==> src/rtl/sec_alarm_pkg.sv <==
package sec_alarm_pkg;
  typedef enum logic [2:0] {
    A_SECS      = 3'd0,
    A_FRAC      = 3'd1,
    A_ALRM      = 3'd2,
    A_ALRM_FRAC = 3'd3,
    A_CTRL      = 3'd4,
    A_STAT      = 3'd5
  } reg_addr_e;

  localparam int C_RUN   = 0;
  localparam int C_IEN   = 1;
  localparam int C_SLOCK = 2;
  localparam int C_HLOCK = 3;
  localparam int CTRL_W  = 4;

  localparam int S_ALARM = 0;
  localparam int S_OVF   = 1;
  localparam int S_INVAL = 2;
  localparam int STAT_W  = 3;
endpackage

==> src/rtl/sec_time_count.sv <==
module sec_time_count #(
  parameter int SEC_W  = 32,
  parameter int FRAC_W = 15
) (
  input  logic              clk,
  input  logic              rst_n,
  input  logic              inc_i,
  input  logic              ld_sec_i,
  input  logic              ld_frac_i,
  input  logic [SEC_W-1:0]  sec_d_i,
  input  logic [FRAC_W-1:0] frac_d_i,
  output logic [SEC_W-1:0]  sec_o,
  output logic [FRAC_W-1:0] frac_o,
  output logic              wrap_o
);
  localparam int TOT_W = SEC_W + FRAC_W;

  logic [TOT_W-1:0] cnt_q;

  function automatic logic [TOT_W-1:0] next_count(input logic [TOT_W-1:0] c);
    return c + {{(TOT_W-1){1'b0}}, 1'b1};
  endfunction

  assign sec_o  = cnt_q[TOT_W-1:FRAC_W];
  assign frac_o = cnt_q[FRAC_W-1:0];
  assign wrap_o = inc_i && (cnt_q == {TOT_W{1'b1}});

  always_ff @(posedge clk or negedge rst_n) begin
    if (!rst_n) begin
      cnt_q <= '0;
    end else if (ld_sec_i || ld_frac_i) begin
      if (ld_sec_i)  cnt_q[TOT_W-1:FRAC_W] <= sec_d_i;
      if (ld_frac_i) cnt_q[FRAC_W-1:0]     <= frac_d_i;
    end else if (inc_i) begin
      cnt_q <= next_count(cnt_q);
    end
  end

  assert_step_R2: assert property (@(posedge clk) disable iff (!rst_n)
    (inc_i && !ld_sec_i && !ld_frac_i) |=> (cnt_q == next_count($past(cnt_q))));

  assert_hold_R3: assert property (@(posedge clk) disable iff (!rst_n)
    (!inc_i && !ld_sec_i && !ld_frac_i) |=> $stable(cnt_q));
endmodule

==> src/rtl/sec_alarm_cmp.sv <==
module sec_alarm_cmp #(
  parameter int SEC_W = 32
) (
  input  logic             clk,
  input  logic             rst_n,
  input  logic [SEC_W-1:0] sec_i,
  input  logic [SEC_W-1:0] alarm_i,
  input  logic             clr_i,
  output logic             hit_o,
  output logic             flag_o
);
  logic match_now;
  logic match_q;
  logic alarm_live;

  assign match_now  = (sec_i == alarm_i);
  assign alarm_live = (alarm_i != {SEC_W{1'b1}});
  assign hit_o      = match_now && !match_q && alarm_live;

  always_ff @(posedge clk or negedge rst_n) begin
    if (!rst_n) begin
      match_q <= 1'b0;
      flag_o  <= 1'b0;
    end else begin
      match_q <= match_now;
      if (hit_o)      flag_o <= 1'b1;
      else if (clr_i) flag_o <= 1'b0;
    end
  end

  assert_no_hit_disabled_R7: assert property (@(posedge clk) disable iff (!rst_n)
    (alarm_i == {SEC_W{1'b1}}) |-> !hit_o);

  assert_flag_set_R8: assert property (@(posedge clk) disable iff (!rst_n)
    hit_o |=> flag_o);
endmodule

==> src/rtl/sec_alarm_top.sv <==
module sec_alarm_top
  import sec_alarm_pkg::*;
#(
  parameter int SEC_W  = 32,
  parameter int FRAC_W = 15
) (
  input  logic             clk,
  input  logic             rst_n,
  input  logic             tick_i,
  input  logic             halt_i,
  input  logic             wr_en_i,
  input  logic [2:0]       wr_addr_i,
  input  logic [SEC_W-1:0] wr_data_i,
  input  logic [2:0]       rd_addr_i,
  output logic [SEC_W-1:0] rd_data_o,
  output logic             alarm_irq_o
);
  logic [CTRL_W-1:0] ctrl_q;
  logic [SEC_W-1:0]  alarm_q;
  logic              ovf_q, inval_q, armed_q;
  logic [SEC_W-1:0]  sec;
  logic [FRAC_W-1:0] frac;
  logic              wrap, hit, flag;

  logic time_wr_ok, wr_sec, wr_frac, wr_alrm, wr_ctrl, wr_stat;
  logic run, inc;

  assign time_wr_ok = ctrl_q[C_RUN] || !(ctrl_q[C_SLOCK] || ctrl_q[C_HLOCK]);
  assign wr_sec     = wr_en_i && (reg_addr_e'(wr_addr_i) == A_SECS) && time_wr_ok;
  assign wr_frac    = wr_en_i && (reg_addr_e'(wr_addr_i) == A_FRAC) && time_wr_ok;
  assign wr_alrm    = wr_en_i && (reg_addr_e'(wr_addr_i) == A_ALRM);
  assign wr_ctrl    = wr_en_i && (reg_addr_e'(wr_addr_i) == A_CTRL);
  assign wr_stat    = wr_en_i && (reg_addr_e'(wr_addr_i) == A_STAT);

  assign run = ctrl_q[C_RUN] && !ovf_q && !inval_q && armed_q && !halt_i;
  assign inc = tick_i && run && !wr_sec && !wr_frac;

  sec_time_count #(.SEC_W(SEC_W), .FRAC_W(FRAC_W)) u_count (
    .clk(clk), .rst_n(rst_n), .inc_i(inc), .ld_sec_i(wr_sec), .ld_frac_i(wr_frac),
    .sec_d_i(wr_data_i), .frac_d_i(wr_data_i[FRAC_W-1:0]),
    .sec_o(sec), .frac_o(frac), .wrap_o(wrap)
  );

  sec_alarm_cmp #(.SEC_W(SEC_W)) u_alarm (
    .clk(clk), .rst_n(rst_n), .sec_i(sec), .alarm_i(alarm_q),
    .clr_i(wr_stat && wr_data_i[S_ALARM]), .hit_o(hit), .flag_o(flag)
  );

  always_ff @(posedge clk or negedge rst_n) begin
    if (!rst_n) begin
      ctrl_q  <= '0;
      alarm_q <= '1;
      ovf_q   <= 1'b0;
      inval_q <= 1'b1;
      armed_q <= 1'b0;
    end else begin
      if (wr_ctrl) begin
        ctrl_q[C_HLOCK-1:0] <= wr_data_i[C_HLOCK-1:0];
        ctrl_q[C_HLOCK]     <= ctrl_q[C_HLOCK] | wr_data_i[C_HLOCK];
      end
      if (wr_alrm) alarm_q <= wr_data_i;
      if (wr_sec)  armed_q <= 1'b1;
      if (wrap)                             ovf_q <= 1'b1;
      else if (wr_stat && wr_data_i[S_OVF]) ovf_q <= 1'b0;
      if (wr_stat && wr_data_i[S_INVAL])    inval_q <= 1'b0;
    end
  end

  assign alarm_irq_o = flag && ctrl_q[C_IEN];

  always_comb begin
    rd_data_o = '0;
    case (reg_addr_e'(rd_addr_i))
      A_SECS:  rd_data_o = sec;
      A_FRAC:  rd_data_o = {{(SEC_W-FRAC_W){1'b0}}, frac};
      A_ALRM:  rd_data_o = alarm_q;
      A_CTRL:  rd_data_o = {{(SEC_W-CTRL_W){1'b0}}, ctrl_q};
      A_STAT:  rd_data_o = {{(SEC_W-STAT_W){1'b0}}, inval_q, ovf_q, flag};
      default: rd_data_o = '0;
    endcase
  end

  assert_ovf_zero_R5: assert property (@(posedge clk) disable iff (!rst_n)
    $rose(ovf_q) |-> (sec == '0 && frac == '0));

  assert_halt_freeze_R3: assert property (@(posedge clk) disable iff (!rst_n)
    (halt_i && !wr_sec && !wr_frac) |=> ($stable(sec) && $stable(frac)));

  assert_hard_lock_sticky_R10: assert property (@(posedge clk) disable iff (!rst_n)
    ctrl_q[C_HLOCK] |=> ctrl_q[C_HLOCK]);

  assert_inval_no_reset_R11: assert property (@(posedge clk) disable iff (!rst_n)
    !inval_q |=> !inval_q);
endmodule

==> config.mk <==
export PLATFORM = sky130hd
export DESIGN_NAME = sec_alarm_top
export DESIGN_NICKNAME = d
export VERILOG_FILES = /design/src/rtl/sec_alarm_pkg.sv /design/src/rtl/sec_time_count.sv /design/src/rtl/sec_alarm_cmp.sv /design/src/rtl/sec_alarm_top.sv
export SDC_FILE = /design/constraint.sdc
export NUM_CORES = 1
export LEC_CHECK = 0
export BUFFER_PORTS_ARGS = -buffer_cell sky130_fd_sc_hd__buf_4
export CORE_MARGIN = 10
export CORE_UTILIZATION = 35
export DETAILED_ROUTE_END_ITERATION = 8
export PLACE_DENSITY = 0.57
export REMOVE_ABC_BUFFERS = 1
export SETUP_SLACK_MARGIN = 0.5
export SLEW_MARGIN = 20
export SYNTH_ARGS = -nofsm -noshare
export SYNTH_HDL_FRONTEND = slang
export SYNTH_SLANG_ARGS = --single-unit
==> constraint.sdc <==
create_clock -name clk -period 2.4 [get_ports clk]
set_input_delay 0.36 -clock clk [delete_from_list [all_inputs] [get_ports clk]]
set_output_delay 0.36 -clock clk [all_outputs]
set_load 0.01 [all_outputs]
**Word level (Yosys, flattened, before mapping)**

Cells that the tools add are included.

- Bits of input ports: 43
- Register bits: 88
- Output and inout port bits: 33
- Logic and storage cells: 71

- Bitwise logic cells: 1
- Reductions and logical operators: 38
- $add $sub $neg: 1
- Muxes and demuxes: 9
- Equality and inequality tests: 13

Operator list:

| kind | number |
|---|---|
| $pmux W32 S5 | 1 |
| $mux W47 | 2 |
| $add A47 B1 Y47 const B | 1 |
| $eq A47 B47 Y1 const B | 1 |
| $eq A32 B32 Y1 | 1 |
| $mux W32 | 1 |
| $ne A32 B32 Y1 const B | 1 |
| $logic_and A1 B1 Y1 | 21 |
| $mux W15 | 1 |
| $eq A3 B3 Y1 const B | 4 |
| $logic_not A1 Y1 | 7 |
| $eq A3 B1 Y1 const B | 2 |
| $eq A3 B2 Y1 const B | 2 |
| $logic_not A3 Y1 | 2 |
| $reduce_bool A2 Y1 | 3 |
| $mux W1 | 4 |
| $ne A2 B1 Y1 const B | 2 |
| $reduce_and A2 Y1 | 2 |
| $logic_or A1 B1 Y1 | 3 |
| $or A1 B1 Y1 | 1 |

**Logic depth before layout (Yosys ltp)**

- Word-level depth: 10
- Mapped depth: 8
- Depth with buffers taken out: 6

**Cells and area by module**

From an unflattened synthesis, not the netlist that was laid out.

- Cell total of the unflattened synthesis: 598
- Area, all modules: 6014.5 µm²

By module, submodules not included:

| module | sequential area each (µm²) | cells each | instances | area an instance (µm²) |
|---|---|---|---|---|
| sec_time_count | 1176.1 | 331 | 1 | 3022.9 |
| sec_alarm_top | 1017.2 | 208 | 1 | 2456.1 |
| sec_alarm_cmp | 50.0 | 59 | 1 | 535.5 |

**Worst setup path before layout**

Ideal clock, no wire load.

- Kind: reg-to-reg
- Start: register u_count.cnt_q[0]
- End: register u_count.cnt_q[44]
- Period minus slack after synthesis: 2.353 ns
- Stages on the path, launching flop included: 8
- Buffers on the path: 1
- Required time: 2.306 ns
- Path slack: 0.047 ns
- Arrival: 2.259 ns
- Library setup time: 0.094 ns
- Path through: dfrtp_1 -> ha_1 -> nand3_1 -> or4_1 -> buf_2 -> or2_0 -> or4_1 -> a211oi_1

- Longest elaborated chain between the ends: 3

Ends and longest elaborated chain:

| element | RTL line | text |
|---|---|---|
| from (decl) | sec_time_count.sv:18 | `logic [TOT_W-1:0] cnt_q;` |
| from (signal, indexed assignment) | sec_time_count.sv:32 | `if (ld_sec_i) cnt_q[TOT_W-1:FRAC_W] <= sec_d_i;` |
| from (signal, indexed assignment) | sec_time_count.sv:33 | `if (ld_frac_i) cnt_q[FRAC_W-1:0] <= frac_d_i;` |
| from (signal assigned) | sec_time_count.sv:35 | `cnt_q <= next_count(cnt_q);` |
| $add A47 B1 Y47 | sec_time_count.sv:21 | `return c + {{(TOT_W-1){1'b0}}, 1'b1};` |
| $mux W47 | sec_time_count.sv:34 | `end else if (inc_i) begin` |
| $mux W47 | sec_time_count.sv:31 | `end else if (ld_sec_i \|\| ld_frac_i) begin` |

Every way passes these cells. The select of a mux whose other input is x is not followed.
A chain may end at the register's enable or synchronous reset.

**Final worst setup path**

Same ends and word-level chain as after synthesis.

==> metrics.yaml <==
route.antenna.remaining_nets: 0
drt_drc_violations_left: 0
fp-row-count: 47
library_cell_used_as_clock_root_buffer: "sky130_fd_sc_hd__clkbuf_16"
tritoncts: "built"
post-dp-hpwl_mm: 18.1
critPathKind: "reg -> reg"
synth-warning-count: 0
power-per-cell-area_nw_per_um2: 827
worst_clock_skew_ns: 0.00925
max_slew.worst_pin.slew_ns: 0.559
layout_worst_path_cycle_share_pct: 88.0
maxSlewViolCount: 0
post-route-worst-setup-slack_ns: 0.288
ioPinCount: 76
gr-usage-all-layers_pct: 21.9
yosys_register_bits: 88
die_area_um2: 22700
nNetsFinal: 863
grt_overflow: 0
detailedPlace.worstSlack_ns: 0.0561
failing_checks: "negative hold slack"
crit_path_end_kind: "register"
mappedNetlistArea_um2: 5980
synth_adder_area_share_pct: 0.209
clock_sinks: 88
critical_path_required_ns: 2.68
postSynth.topFlopCell: "sky130_fd_sc_hd__dfrtp_1"
syn_to_final_growth_pct: 36.7
finished_layout_cell_area_um2: 8170
hold_removal_path_class: "in -> async"
synth_most_common_cell: "sky130_fd_sc_hd__nor2_1"
post_drt_via_cell_ratio: 6.04
hold_slack_ns: -0.00332
yosysSeqAreaShare_pct: 37.5
antenna_found_initial: 0
power.share.switching_pct: 38.8
grt_max_degree: 42
synth_mux_area_share_pct: 13.7
initialDrtViolationCount: 570
critPathArrivalTime_ns: 2.39
synth.top_cell.area_share_pct: 23.0
synth_compound_area_share_pct: 14.2
final-setup-viol-count: 0
dr.pass1.iters: 5
worstPathMaxFanout: 2
cap_viol_max_count: 0
vdd_ir_drop_max_mv: 0.493
p_clk_share_pct: 23.2
outcome: "finished, violations left"
placeableCoreArea_um2: 16600
clock_buffer_count_from_cts: 9
vias_in_the_first_global_route: 6382
portBuffers: 75
fin_crit_ns: 2.11
timing_hold_violations_final: 4
share_comb_of_total_power_pct: 38.7
die_w_um: 151
synthesis.instances: 686
power.leakage_nw: 3.45
p_int_mw: 4.14
p_switching_mw: 2.62
initial_util_pct: 35.9
syn_area_per_cell_um2: 8.72
max_clock_freq_mhz: 473
gp_routability_congestion: 0.965
clock_latency_of_the_later_clocked_register_in_the_worst_skew_pair_ns: 0.35
finalWirelength_mm: 24.9
synth_enable_flop_cells: 0
largest_family_of_logic_cells_by_synthesized_area: "simple AND/OR/NAND/NOR gates"
dpl-instance-area_um2: 7170
antenna-diode-count: 0
asyncSetResetFlopFracSynth_pct: 100
synth_largest_area_cell: "sky130_fd_sc_hd__dfrtp_1"
instances_no_fill: 1044
ctsHtreeMaxLevel: 3
max-clock-path-buffers: 2
share_of_synthesized_cell_area_in_and_or_nand_and_nor_gates_pct: 25.5
grt_first_pass_wirelength_mm: 38.3
ys_top_cells_by_count: "78 x sky130_fd_sc_hd__nor2_1, 55 x sky130_fd_sc_hd__dfrtp_1, 55 x sky130_fd_sc_hd__nand2_1"
dp_cells: 994
number_of_distinct_standard_cells_referenced_by_the_synthesized_netlist: 63
worst_slew_margin_rel_pct: 62.7
drive_gt1_share_pct: 39.7
vias: 6308
cts.reportedPaths.clkPinSlew_ns: 0.07
ys_top_cells_by_area: "sky130_fd_sc_hd__dfrtp_1 23%, sky130_fd_sc_hd__dfstp_2 14%, sky130_fd_sc_hd__mux2_2 6.6%"
worstSetupStartpointType: "register"
post_synth_xor_xnor_area_pct: 4.83
pwr-share-seq_pct: 38.1
grt_setup_unrepaired: "yes"
wire_per_inst_um: 23.9
die_h_um: 151
==> repair_timing <==
action,in CTS,in global routing
resized for setup,58,37
hold buffers,0,0
gates cloned,2,1
endpoints found under the hold margin,0,0
setup endpoints to repair,48,46
pin swaps,17,13
setup buffers,20,11
==> worst paths after layout <==
check / start / to / slack [ns] / cells after the start
worst max-delay path: u_count.cnt_q[0]$_DFFE_PN0P_ / u_count.cnt_q[44]$_DFFE_PN0P_ / 0.29 / 6
worst min-delay path: rst_n / u_count.cnt_q[11]$_DFFE_PN0P_ / -0.003 / 1
worst max register to register: u_count.cnt_q[0]$_DFFE_PN0P_ / u_count.cnt_q[44]$_DFFE_PN0P_ / 0.29 / 6
worst min register to register: inval_q$_DFFE_PN1P_ / inval_q$_DFFE_PN1P_ / 0.50 / 1
max in group asynchronous: rst_n / alarm_q[3]$_DFFE_PN1P_ / 1.67 / 2
min in group clk: wr_data_i[2] / inval_q$_DFFE_PN1P_ / 0.19 / 2
==> cells by family (layout without fill, tap and decap cells) <==
family	Yosys count	in the layout
mux	74	74
compound gates	132	132
buf+inv	61	199
xor+xnor	33	33
flops	88	88
simple gates	297	297
fa+ha+maj	1	1
==> registers in the layout (all words and copies together), names as in the netlist <==
register         count
ctrl_q               4
u_alarm.flag_o       1
u_count.cnt_q       47
u_alarm.match_q      1
alarm_q             32
inval_q              1
ovf_q                1
armed_q              1
==> power groups by stage <==
stage | Combinational [mW] | Sequential [mW] | Clock [mW]
after floorplan | 1.16 | 2.47 | 0
after global placement | 2.19 | 2.56 | 0
after detailed placement | 2.23 | 2.57 | 0
after CTS | 2.46 | 2.55 | 1.59
after global routing | 2.84 | 2.63 | 1.65
final | 2.62 | 2.58 | 1.57
==> metrics by stage <==
step / TNS [ns] / util [%] / total power, mW
final: 0 / 49.1 / 6.76
after global routing: 0 / 49.1 / 7.12
after CTS: 0 / 47.8 / 6.60
after detailed placement: 0 / 43.1 / 4.80
after global placement: 0 / 43.1 / 4.75
after floorplan: -58.31 / - / 3.62
==> cells in the final DEF (no fill, tap or decap), types with 22 or more instances in the layout <==
master	instances
sky130_fd_sc_hd__buf_4	156
sky130_fd_sc_hd__nor2_1	75
sky130_fd_sc_hd__nand2_1	50
sky130_fd_sc_hd__dfrtp_1	50
sky130_fd_sc_hd__a21oi_1	39
sky130_fd_sc_hd__mux2i_1	36
sky130_fd_sc_hd__mux2_2	35
sky130_fd_sc_hd__dfstp_2	33
sky130_fd_sc_hd__xor2_1	32
sky130_fd_sc_hd__nand4_1	32
sky130_fd_sc_hd__nand3_1	22
==> routing by layer <==
metal  vias up  track usage (%)  wire length (µm)
met5         -                0                 0
met4         0             9.00               888
met3        55             3.33              1600
met2       274             36.0             11800
met1      3154             28.2             10600
li1       2825                -                 -
==> critical path: stages (launching register included) <==
cell                       delay [ns]
sky130_fd_sc_hd__dfrtp_1         0.36
sky130_fd_sc_hd__ha_2            0.19
sky130_fd_sc_hd__nand3_2         0.10
sky130_fd_sc_hd__or4_4           0.44
sky130_fd_sc_hd__or2_4           0.26
sky130_fd_sc_hd__or4_4           0.51
sky130_fd_sc_hd__a211oi_2        0.18
==> layout make-up <==
cell class	instances	area, µm²
Fill cell	1568	8470
Multi-Input combinational cell	537	3880
Sequential cell	88	2250
Timing Repair Buffer	174	1420
Tap cell	220	275
Clock buffer	10	229
Clock inverter	6	92.6
Inverter	9	33.8
(Power assumes the default switching activity.)
